### config.mk
export PLATFORM = sky130hd
export DESIGN_NAME = wavegen_ctrl
export DESIGN_NICKNAME = d
export VERILOG_FILES = /design/src/rtl/wgc_pkg.sv /design/src/rtl/wgc_quad_dec.sv /design/src/rtl/wgc_wave_sel.sv /design/src/rtl/wgc_amp_step.sv /design/src/rtl/wgc_freq_tune.sv /design/src/rtl/wavegen_ctrl.sv
export SDC_FILE = /design/constraint.sdc
export NUM_CORES = 1
export LEC_CHECK = 0
export BUFFER_PORTS_ARGS = -buffer_cell sky130_fd_sc_hd__buf_2
export CELL_PAD_IN_SITES_DETAIL_PLACEMENT = 1
export CELL_PAD_IN_SITES_GLOBAL_PLACEMENT = 1
export CORE_UTILIZATION = 50
export DETAILED_ROUTE_END_ITERATION = 10
export PLACE_DENSITY_LB_ADDON = 0.1
export SYNTH_ARGS = -nofsm -noshare
export SYNTH_HDL_FRONTEND = slang
export SYNTH_SLANG_ARGS = --single-unit
export TNS_END_PERCENT = 20
### constraint.sdc
create_clock -name clk -period 11.95 [get_ports clk]
set_input_delay 1.7925 -clock clk [delete_from_list [all_inputs] [get_ports clk]]
set_output_delay 1.7925 -clock clk [all_outputs]
set_load 0.05 [all_outputs]
### src/rtl/wgc_pkg.sv
package wgc_pkg;

   typedef enum logic [1:0] {
      WAVE_SINE   = 2'd0,
      WAVE_TRI    = 2'd1,
      WAVE_SQUARE = 2'd2
   } wave_e;

   function automatic wave_e wave_next(input wave_e cur);
      case (cur)
         WAVE_SINE: return WAVE_TRI;
         WAVE_TRI:  return WAVE_SQUARE;
         default:   return WAVE_SINE;
      endcase
   endfunction

   function automatic logic [2:0] wave_colour(input wave_e cur);
      case (cur)
         WAVE_SINE: return 3'b100;
         WAVE_TRI:  return 3'b010;
         default:   return 3'b001;
      endcase
   endfunction

endpackage

### src/rtl/wgc_quad_dec.sv
module wgc_quad_dec #(
   parameter int SYNC_STAGES   = 2,
   parameter bit COUNT_ON_RISE = 1'b1
) (
   input  logic clk,
   input  logic rst_n,
   input  logic enc_a,
   input  logic enc_b,
   output logic step_up,
   output logic step_dn
);

   generate
      if (SYNC_STAGES < 2) begin : g_bad_sync
         $error("wgc_quad_dec: SYNC_STAGES must be at least 2");
      end
   endgenerate

   logic [SYNC_STAGES-1:0] a_sync;
   logic [SYNC_STAGES-1:0] b_sync;
   logic                   a_last;
   logic                   a_now;
   logic                   b_now;
   logic                   a_edge;
   logic                   dir_cw;

   always_ff @(posedge clk or negedge rst_n) begin
      if (!rst_n) begin
         a_sync <= '0;
         b_sync <= '0;
         a_last <= 1'b0;
      end else begin
         a_sync <= {a_sync[SYNC_STAGES-2:0], enc_a};
         b_sync <= {b_sync[SYNC_STAGES-2:0], enc_b};
         a_last <= a_sync[SYNC_STAGES-1];
      end
   end

   assign a_now = a_sync[SYNC_STAGES-1];
   assign b_now = b_sync[SYNC_STAGES-1];

   generate
      if (COUNT_ON_RISE) begin : g_rise
         assign a_edge = a_now & ~a_last;
         assign dir_cw = ~b_now;
      end else begin : g_fall
         assign a_edge = ~a_now & a_last;
         assign dir_cw = b_now;
      end
   endgenerate

   assign step_up = a_edge & dir_cw;
   assign step_dn = a_edge & ~dir_cw;

endmodule

### src/rtl/wgc_wave_sel.sv
module wgc_wave_sel #(
   parameter bit LED_ACTIVE_LOW = 1'b0
) (
   input  logic       clk,
   input  logic       rst_n,
   input  logic       advance,
   output logic [1:0] code,
   output logic [2:0] led
);
   import wgc_pkg::*;

   wave_e      cur;
   logic [2:0] colour;

   always_ff @(posedge clk or negedge rst_n) begin
      if (!rst_n)       cur <= WAVE_SINE;
      else if (advance) cur <= wave_next(cur);
   end

   assign colour = wave_colour(cur);
   assign code   = cur;

   generate
      if (LED_ACTIVE_LOW) begin : g_led_low
         assign led = ~colour;
      end else begin : g_led_high
         assign led = colour;
      end
   endgenerate

endmodule

### src/rtl/wgc_amp_step.sv
module wgc_amp_step #(
   parameter int AMP_W      = 4,
   parameter int AMP_LEVELS = 10
) (
   input  logic             clk,
   input  logic             rst_n,
   input  logic             bump,
   output logic [AMP_W-1:0] level
);

   localparam logic [AMP_W-1:0] LVL_MIN = AMP_W'(1);
   localparam logic [AMP_W-1:0] LVL_MAX = AMP_W'(AMP_LEVELS);

   generate
      if (AMP_LEVELS < 1 || AMP_LEVELS >= (1 << AMP_W)) begin : g_bad_amp
         $error("wgc_amp_step: AMP_LEVELS does not fit AMP_W");
      end
   endgenerate

   always_ff @(posedge clk or negedge rst_n) begin
      if (!rst_n)    level <= LVL_MIN;
      else if (bump) level <= (level >= LVL_MAX) ? LVL_MIN : level + 1'b1;
   end

endmodule

### src/rtl/wgc_freq_tune.sv
module wgc_freq_tune #(
   parameter int FREQ_W       = 25,
   parameter int FREQ_MAX     = 20_000_000,
   parameter int FREQ_INIT    = 1000,
   parameter int STEP_EXP_MAX = 7,
   parameter int EXP_W        = 3
) (
   input  logic              clk,
   input  logic              rst_n,
   input  logic              step_up,
   input  logic              step_dn,
   input  logic              decade,
   output logic [FREQ_W-1:0] freq,
   output logic [EXP_W-1:0]  exp_out
);

   localparam int SUM_W = FREQ_W + 1;
   localparam logic [SUM_W-1:0] LIM = SUM_W'(FREQ_MAX);

   function automatic longint pow10(input int e);
      longint v = 1;
      for (int i = 0; i < e; i++) v = v * 10;
      return v;
   endfunction

   localparam longint STEP_TOP = pow10(STEP_EXP_MAX);

   generate
      if (longint'(FREQ_MAX) >= (longint'(1) << FREQ_W)) begin : g_bad_max
         $error("wgc_freq_tune: FREQ_MAX does not fit FREQ_W");
      end
      if (STEP_TOP >= (longint'(1) << FREQ_W)) begin : g_bad_step
         $error("wgc_freq_tune: largest step does not fit FREQ_W");
      end
      if (FREQ_INIT > FREQ_MAX || FREQ_INIT < 0) begin : g_bad_init
         $error("wgc_freq_tune: FREQ_INIT outside range");
      end
      if (STEP_EXP_MAX >= (1 << EXP_W)) begin : g_bad_exp
         $error("wgc_freq_tune: STEP_EXP_MAX does not fit EXP_W");
      end
   endgenerate

   logic [FREQ_W-1:0] step_val;
   logic [EXP_W-1:0]  exp_q;
   logic [SUM_W-1:0]  sum_up;
   logic [FREQ_W-1:0] freq_nx;

   always_ff @(posedge clk or negedge rst_n) begin
      if (!rst_n) begin
         exp_q    <= '0;
         step_val <= FREQ_W'(1);
      end else if (decade) begin
         if (exp_q == EXP_W'(STEP_EXP_MAX)) begin
            exp_q    <= '0;
            step_val <= FREQ_W'(1);
         end else begin
            exp_q    <= exp_q + 1'b1;
            step_val <= FREQ_W'(step_val * FREQ_W'(10));
         end
      end
   end

   assign sum_up = {1'b0, freq} + {1'b0, step_val};

   always_comb begin
      freq_nx = freq;
      if (step_up)
         freq_nx = (sum_up > LIM) ? FREQ_W'(FREQ_MAX) : sum_up[FREQ_W-1:0];
      else if (step_dn)
         freq_nx = (freq < step_val) ? '0 : freq - step_val;
   end

   always_ff @(posedge clk or negedge rst_n) begin
      if (!rst_n) freq <= FREQ_W'(FREQ_INIT);
      else        freq <= freq_nx;
   end

   assign exp_out = exp_q;

endmodule

### src/rtl/wavegen_ctrl.sv
module wavegen_ctrl #(
   parameter int FREQ_W         = 25,
   parameter int FREQ_MAX       = 20_000_000,
   parameter int FREQ_INIT      = 1000,
   parameter int STEP_EXP_MAX   = 7,
   parameter int EXP_W          = 3,
   parameter int AMP_W          = 4,
   parameter int AMP_LEVELS     = 10,
   parameter int SYNC_STAGES    = 2,
   parameter bit COUNT_ON_RISE  = 1'b1,
   parameter bit LED_ACTIVE_LOW = 1'b0
) (
   input  logic              clk,
   input  logic              rst_n,
   input  logic              wave_pulse,
   input  logic              amp_pulse,
   input  logic              enc_a,
   input  logic              enc_b,
   input  logic              enc_press,
   output logic [1:0]        wave_code,
   output logic [2:0]        rgb_led,
   output logic [AMP_W-1:0]  amp_level,
   output logic [FREQ_W-1:0] freq_hz,
   output logic [EXP_W-1:0]  step_exp
);

   logic step_up;
   logic step_dn;

   wgc_quad_dec #(
      .SYNC_STAGES  (SYNC_STAGES),
      .COUNT_ON_RISE(COUNT_ON_RISE)
   ) u_dec (
      .clk    (clk),
      .rst_n  (rst_n),
      .enc_a  (enc_a),
      .enc_b  (enc_b),
      .step_up(step_up),
      .step_dn(step_dn)
   );

   wgc_wave_sel #(
      .LED_ACTIVE_LOW(LED_ACTIVE_LOW)
   ) u_wave (
      .clk    (clk),
      .rst_n  (rst_n),
      .advance(wave_pulse),
      .code   (wave_code),
      .led    (rgb_led)
   );

   wgc_amp_step #(
      .AMP_W     (AMP_W),
      .AMP_LEVELS(AMP_LEVELS)
   ) u_amp (
      .clk  (clk),
      .rst_n(rst_n),
      .bump (amp_pulse),
      .level(amp_level)
   );

   wgc_freq_tune #(
      .FREQ_W      (FREQ_W),
      .FREQ_MAX    (FREQ_MAX),
      .FREQ_INIT   (FREQ_INIT),
      .STEP_EXP_MAX(STEP_EXP_MAX),
      .EXP_W       (EXP_W)
   ) u_freq (
      .clk    (clk),
      .rst_n  (rst_n),
      .step_up(step_up),
      .step_dn(step_dn),
      .decade (enc_press),
      .freq   (freq_hz),
      .exp_out(step_exp)
   );

endmodule

Word level (Yosys, flattened, before mapping)

Cells that the tools add are included.

Flip-flop bits (word level): 64
Input bits: 7
Output and inout port bits: 37
Logic and storage cells: 34

Add/sub/neg operators: 4
Multiply operators: 1
Magnitude comparators: 3
Eq/ne operators: 2
Mux-type cells: 9
Bitwise operators: 5
Reduce and logical (&&, ||, !) cells: 2

Operators with widths:

| kind                                                                   | number |
|---|---|
| 25-bit two-way mux                                                     | 5 |
| 25-bit by 25-bit adder with 26-bit output                              | 1 |
| 26-bit by 25-bit > comparator with 1-bit output, second input constant | 1 |
| 25-bit less-than comparator                                            | 1 |
| 25-bit by 3-bit multiplier with 24-bit output, second input constant   | 1 |
| 25-bit subtractor                                                      | 1 |
| 3-bit one-hot mux with 2 select lines                                  | 1 |
| 4-bit by 1-bit adder with 4-bit output, second input constant          | 1 |
| 4-bit greater-or-equal comparator, second input constant               | 1 |
| 4-bit two-way mux                                                      | 1 |
| 2-bit one-hot mux with 2 select lines                                  | 1 |
| 3-bit by 1-bit adder with 3-bit output, second input constant          | 1 |
| 1-bit AND                                                              | 3 |
| 3-bit equality test, second input constant                             | 1 |
| 3-bit two-way mux                                                      | 1 |
| 2-bit by 1-bit equality test with 1-bit output, second input constant  | 1 |
| 2-bit logical NOT                                                      | 1 |
| 1-bit inverter                                                         | 2 |
| 2-bit nonzero test                                                     | 1 |

Depth between registers and ports, before layout

Depth after elaboration: 5
Mapped depth: 16
Depth with buffers taken out: 16

By module

A second synthesis with hierarchy kept.

Cell total of the unflattened synthesis: 789
Area, all modules: 6702.7 µm²

By module, submodules not included:

| module        | times used | cells an instance | area each (µm²) | sequential area each (µm²) |
|---|---|---|---|---|
| wgc_freq_tune | 1          | 755               | 6254.7          | 1335.0 |
| wgc_amp_step  | 1          | 20                | 215.2           | 101.3 |
| wgc_quad_dec  | 1          | 7                 | 146.4           | 125.1 |
| wgc_wave_sel  | 1          | 7                 | 86.3            | 50.0 |

Worst setup path before layout

No wires, ideal clock.

Kind: register -> register
Start: reg u_freq.freq[1]
End: reg u_freq.freq[3]
Library setup time: 0.086 ns
Arrival time: 4.024 ns
Data required time: 11.864 ns
Slack: 7.839 ns
Stages on the path, launching flop included: 15
Buffers on the path: 1
Period minus slack after synthesis: 4.111 ns
Cells stage by stage: dfrtp_1 ha_1 nand2b_1 a221o_1 a31o_1 a211o_1 a2111o_1 a2111oi_4 nor3_1 nor4_2 nand3_1 o211ai_2 nand2_1 buf_4 o31ai_2

Cells in the longest elaborated chain, start to end: 4
Elaborated cells on any way between the ends: 8
Classes of those cells: add/sub (2); order compare (2); mux (4)

Ends and longest elaborated chain:

| item                                                                                  | RTL line                                 | source |
|---|---|---|
| start: declaration                                                                    | wgc_freq_tune.sv:13                      | `output logic [FREQ_W-1:0] freq,` |
| start signal: assignment                                                              | wgc_freq_tune.sv:74                      | `if (!rst_n) freq <= FREQ_W'(FREQ_INIT);` |
| start signal: assignment                                                              | wgc_freq_tune.sv:75                      | `else freq <= freq_nx;` |
| 25-bit by 25-bit adder with 26-bit output, or another cell as far along               | wgc_freq_tune.sv:63                      | `assign sum_up = {1'b0, freq} + {1'b0, step_val};` |
| 26-bit by 25-bit > comparator with 1-bit output or 25-bit two-way mux (tied branches) | wgc_freq_tune.sv:68, wgc_freq_tune.sv:70 |  |
| 25-bit two-way mux, on equally long branches                                          | wgc_freq_tune.sv:68, wgc_freq_tune.sv:69 |  |
| 25-bit two-way mux (*)                                                                | wgc_freq_tune.sv:67                      | `if (step_up)` |

Mark *: on every way between the ends. The rest lies on a longest branch, timed or not. The select of a mux whose other input is x is not followed.
A chain may end at the register's enable or synchronous reset.

Worst setup path in the final report

Start: reg u_freq.step_val[1]
End: reg u_freq.freq[2]

Cells in the longest elaborated chain, start to end: 4
Elaborated cells on any way between the ends: 8
Classes of those cells: add/sub (2); order compare (2); mux (4)

Ends and longest elaborated chain:

| item                                                                                  | RTL line                                 | source |
|---|---|---|
| start: declaration                                                                    | wgc_freq_tune.sv:43                      | `logic [FREQ_W-1:0] step_val;` |
| start signal: assignment                                                              | wgc_freq_tune.sv:58                      | `step_val <= FREQ_W'(step_val * FREQ_W'(10));` |
| 25-bit by 25-bit adder with 26-bit output, or another cell as far along               | wgc_freq_tune.sv:63                      |  |
| 26-bit by 25-bit > comparator with 1-bit output or 25-bit two-way mux (tied branches) | wgc_freq_tune.sv:68, wgc_freq_tune.sv:70 |  |
| 25-bit two-way mux, on equally long branches                                          | wgc_freq_tune.sv:68, wgc_freq_tune.sv:69 |  |
| 25-bit two-way mux (*)                                                                | wgc_freq_tune.sv:67                      |  |

Marked as above.

==> metrics.csv <==
stage,metric,value,unit
cts,cts_hold_buf,0,
sta,slew_viol_final,0,
sta,setup-tns-final,0,ns
sta,worst_pin_slew,0.9849,ns
cells_and_area,num_antenna_cells,0,
logic_synthesis,ys_seq_area_frac,0.2436,
placement,dp_hpwl,16.32,mm
cells_and_area,regArea,1612,µm²
route,first_pass_iters,5,
global_routing,grt_use_total,0.3345,
worst_setup_path,critPathRequiredTime,12.20,ns
worst_setup_path,cp_cell_sequence,"inv_1, ha_1, nand2b_1, a221o_1, a31o_1, a211o_1, a2111o_1, a211oi_1, a21o_1, xnor2_1, a31oi_1, o211ai_2, nand2_1, o31ai_1",
route,postRouteWirelength,21.56,mm
logic_synthesis,synth_edf_count,0,
global_routing,grt_pass1_vias,6679,
logic_synthesis,async_reset_ff_frac,1.000,
cells_and_area,nFillCells,1541,
logic_synthesis,syn_area,6615,µm²
logic_synthesis,ys_ff_latch,64,
worst_setup_path,worstPathMaxFanout,12,
cts,cts_resized,0,
global_routing,antenna_found_initial,0,
cts,clockRootBuffer,clkbuf_16,
sta,hold_viol,0,
sta,grt_setup_unrepaired,no,
logic_synthesis,syn_inst,802,
worst_setup_path,slowest_delay,0.53,ns
placement,port-buffer-count,43,
cells_and_area,area_growth_syn_to_layout,10.21,%
die,die_area,13690,µm²
cts,path_clk_slew,0.06,ns
cells_and_area,multi_input_area,4647,µm²
route,wire_per_inst,21.58,µm
die,fp.dieW,117.0,µm
cells_and_area,nets,927,
sta,max_clock_freq,197.1,MHz
die,rows,41,
worst_setup_path,end_kind,flop,
cts,clock_path_buffers,2,
worst_setup_path,cp_num_buf_inv,1,
route,drt_iter0_markers,380,
sta,fin_crit,5.074,ns
placement,dp_slack,7.024,ns
worst_setup_path,critPathSlowestCell,a2111o_1,
cts,post-cts-setup-buffers,0,
worst_hold_path,hold_class,reg2reg,
die,initial_core_util,0.5179,
worst_setup_path,crit_arrival,5.32,ns
cells_and_area,drive_gt1_frac,0.1088,
worst_setup_path,cp-start-kind,flop,
logic_synthesis,syn-num-nets,907,
global_routing,grt_pass1_wl,35.09,mm
outcome,run_status,completed,
die,dieHeight,117.0,µm
route,viasPerCell,6.316,
global_routing,gr-total-overflow,0,
placement,gp_congestion,0.8997,
sta,slew_headroom,0.3434,
sta,setup_ws,6.876,ns
die,io_pins,44,
cts,cts-htree-levels,3,
sta,setup_viol,0,
logic_synthesis,synth_ff_type,dfrtp_1,
logic_synthesis,ys_types,70,
cts,insertion_delay,0.35,ns
logic_synthesis,yosysWarnings,0,
sta,fin_crit_sh,0.4246,
worst_setup_path,critPathTopFamily,compound AO/OA/AOI/OAI gates,
worst_setup_path,path_class,reg2reg,
route,drc,0,
cts,cts.sinks,64,
route,ant_nets,0,
die,core,12770,µm²
cts,cts_buffers,9,
logic_synthesis,avgSynthCellArea,8.248,µm²
route,vias,6310,
cts,cts_tree,built,
global_routing,grt_max_degree,65,
sta,clock_skew,0.007563,ns
run,cap_violations,0,
## stage by stage
| stage | utilization | instances | hold WS, ns | area (µm²) |
|---|---|---|---|---|
| floorplan | - | 802 | 0.3312 | 6615 |
| global placement | 0.5419 | 983 | 0.3314 | 6922 |
| detailed placement | 0.5419 | 983 | 0.3356 | 6922 |
| CTS | 0.5708 | 999 | 0.3480 | 7291 |
| global route | 0.5708 | 999 | 0.3607 | 7291 |
| finish | 0.5708 | 999 | 0.3484 | 7291 |
## registers in the layout, indices dropped and copies added, names as in the netlist
register,flops
u_freq.exp_out,3
u_dec.b_sync,2
u_freq.freq,25
u_dec.a_last,1
u_dec.a_sync,2
u_wave.code,2
u_amp.level,4
u_freq.step_val,25
## cells by family (layout without fill, tap and decap cells)
logic type	after synthesis	count (layout)	share of synthesized area
compound gates	265	265	0.2676
xor+xnor	54	54	0.07150
fa+ha+maj	98	98	0.1888
buf+inv	93	118	0.05428
flops	64	64	0.2436
mux	9	9	0.01475
simple gates	219	219	0.1594
## cells in the mapped netlist (9+ instances only)
cell,n,area (µm²)
ha_1,95,1189
inv_1,55,206.5
a21o_1,17,127.6
a31oi_1,10,62.56
o21bai_1,10,75.07
dfrtp_1,56,1401
or3_1,9,56.30
a21oi_1,77,385.4
nor3_1,19,95.09
nand2b_1,20,125.1
xor2_1,12,105.1
xnor2_1,42,367.9
o21ai_0,40,200.2
nand2_1,38,142.6
nor2b_1,12,75.07
nand3_1,14,70.07
clkbuf_1,31,116.4
o22ai_1,17,106.4
nor2_1,81,304.0
## area by class of cell
type,instances,area share
multi-input combinational,645,0.6374
sequential,64,0.2210
timing repair buffer,46,0.03261
clock buffer,9,0.03089
tap,172,0.02952
inverter,56,0.02883
clock inverter,7,0.01974
## cells in the final DEF, fill, tap and decap left out, types with 5 or more instances in the layout
cell        n
a311oi_1    5
buf_2      43
inv_1      55
a21o_1     17
o211ai_1    5
a21oi_1    77
nand3_1    14
o31ai_1     7
o22ai_1    17
mux2_2      6
a211oi_1    8
xnor2_1    42
o21ai_0    40
o22a_1      5
o21a_1      7
nand2b_1   20
clkbuf_16   9
o21ai_1     5
a31oi_1    10
or3_1       9
dfstp_2     8
ha_1       95
nand2_1    38
a22oi_1     5
dfrtp_1    56
xor2_1     12
nor2_1     81
nor3_1     19
nor2b_1    11
o21bai_1   10
o31ai_2     5
## path summary, 6_finish.rpt
kind | from | endpoint | slack [ns] | depth (start not counted)
max reg2reg | u_freq.step_val[1] | u_freq.freq[2] | 6.88 | 14
max | u_freq.step_val[1] | u_freq.freq[2] | 6.88 | 14
min in group asynchronous | rst_n | u_freq.step_val[1] | 1.66 | 2
max in group asynchronous | rst_n | u_freq.step_val[11] | 9.70 | 2
min reg2reg | u_dec.b_sync[0] | u_dec.b_sync[1] | 0.35 | 0
min | u_dec.b_sync[0] | u_dec.b_sync[1] | 0.35 | 0
## routing by layer
layer  up-vias  GRT usage  share of wire
li1       2952          -              -
met1      3152     0.4361           0.45
met2       175     0.5748           0.49
met3        31    0.04222          0.045
met4         0     0.1080          0.018
met5         -          0              0
Power is not shown: default switching activity piles up to over one toggle a cycle in this logic, so the estimate is an artifact.
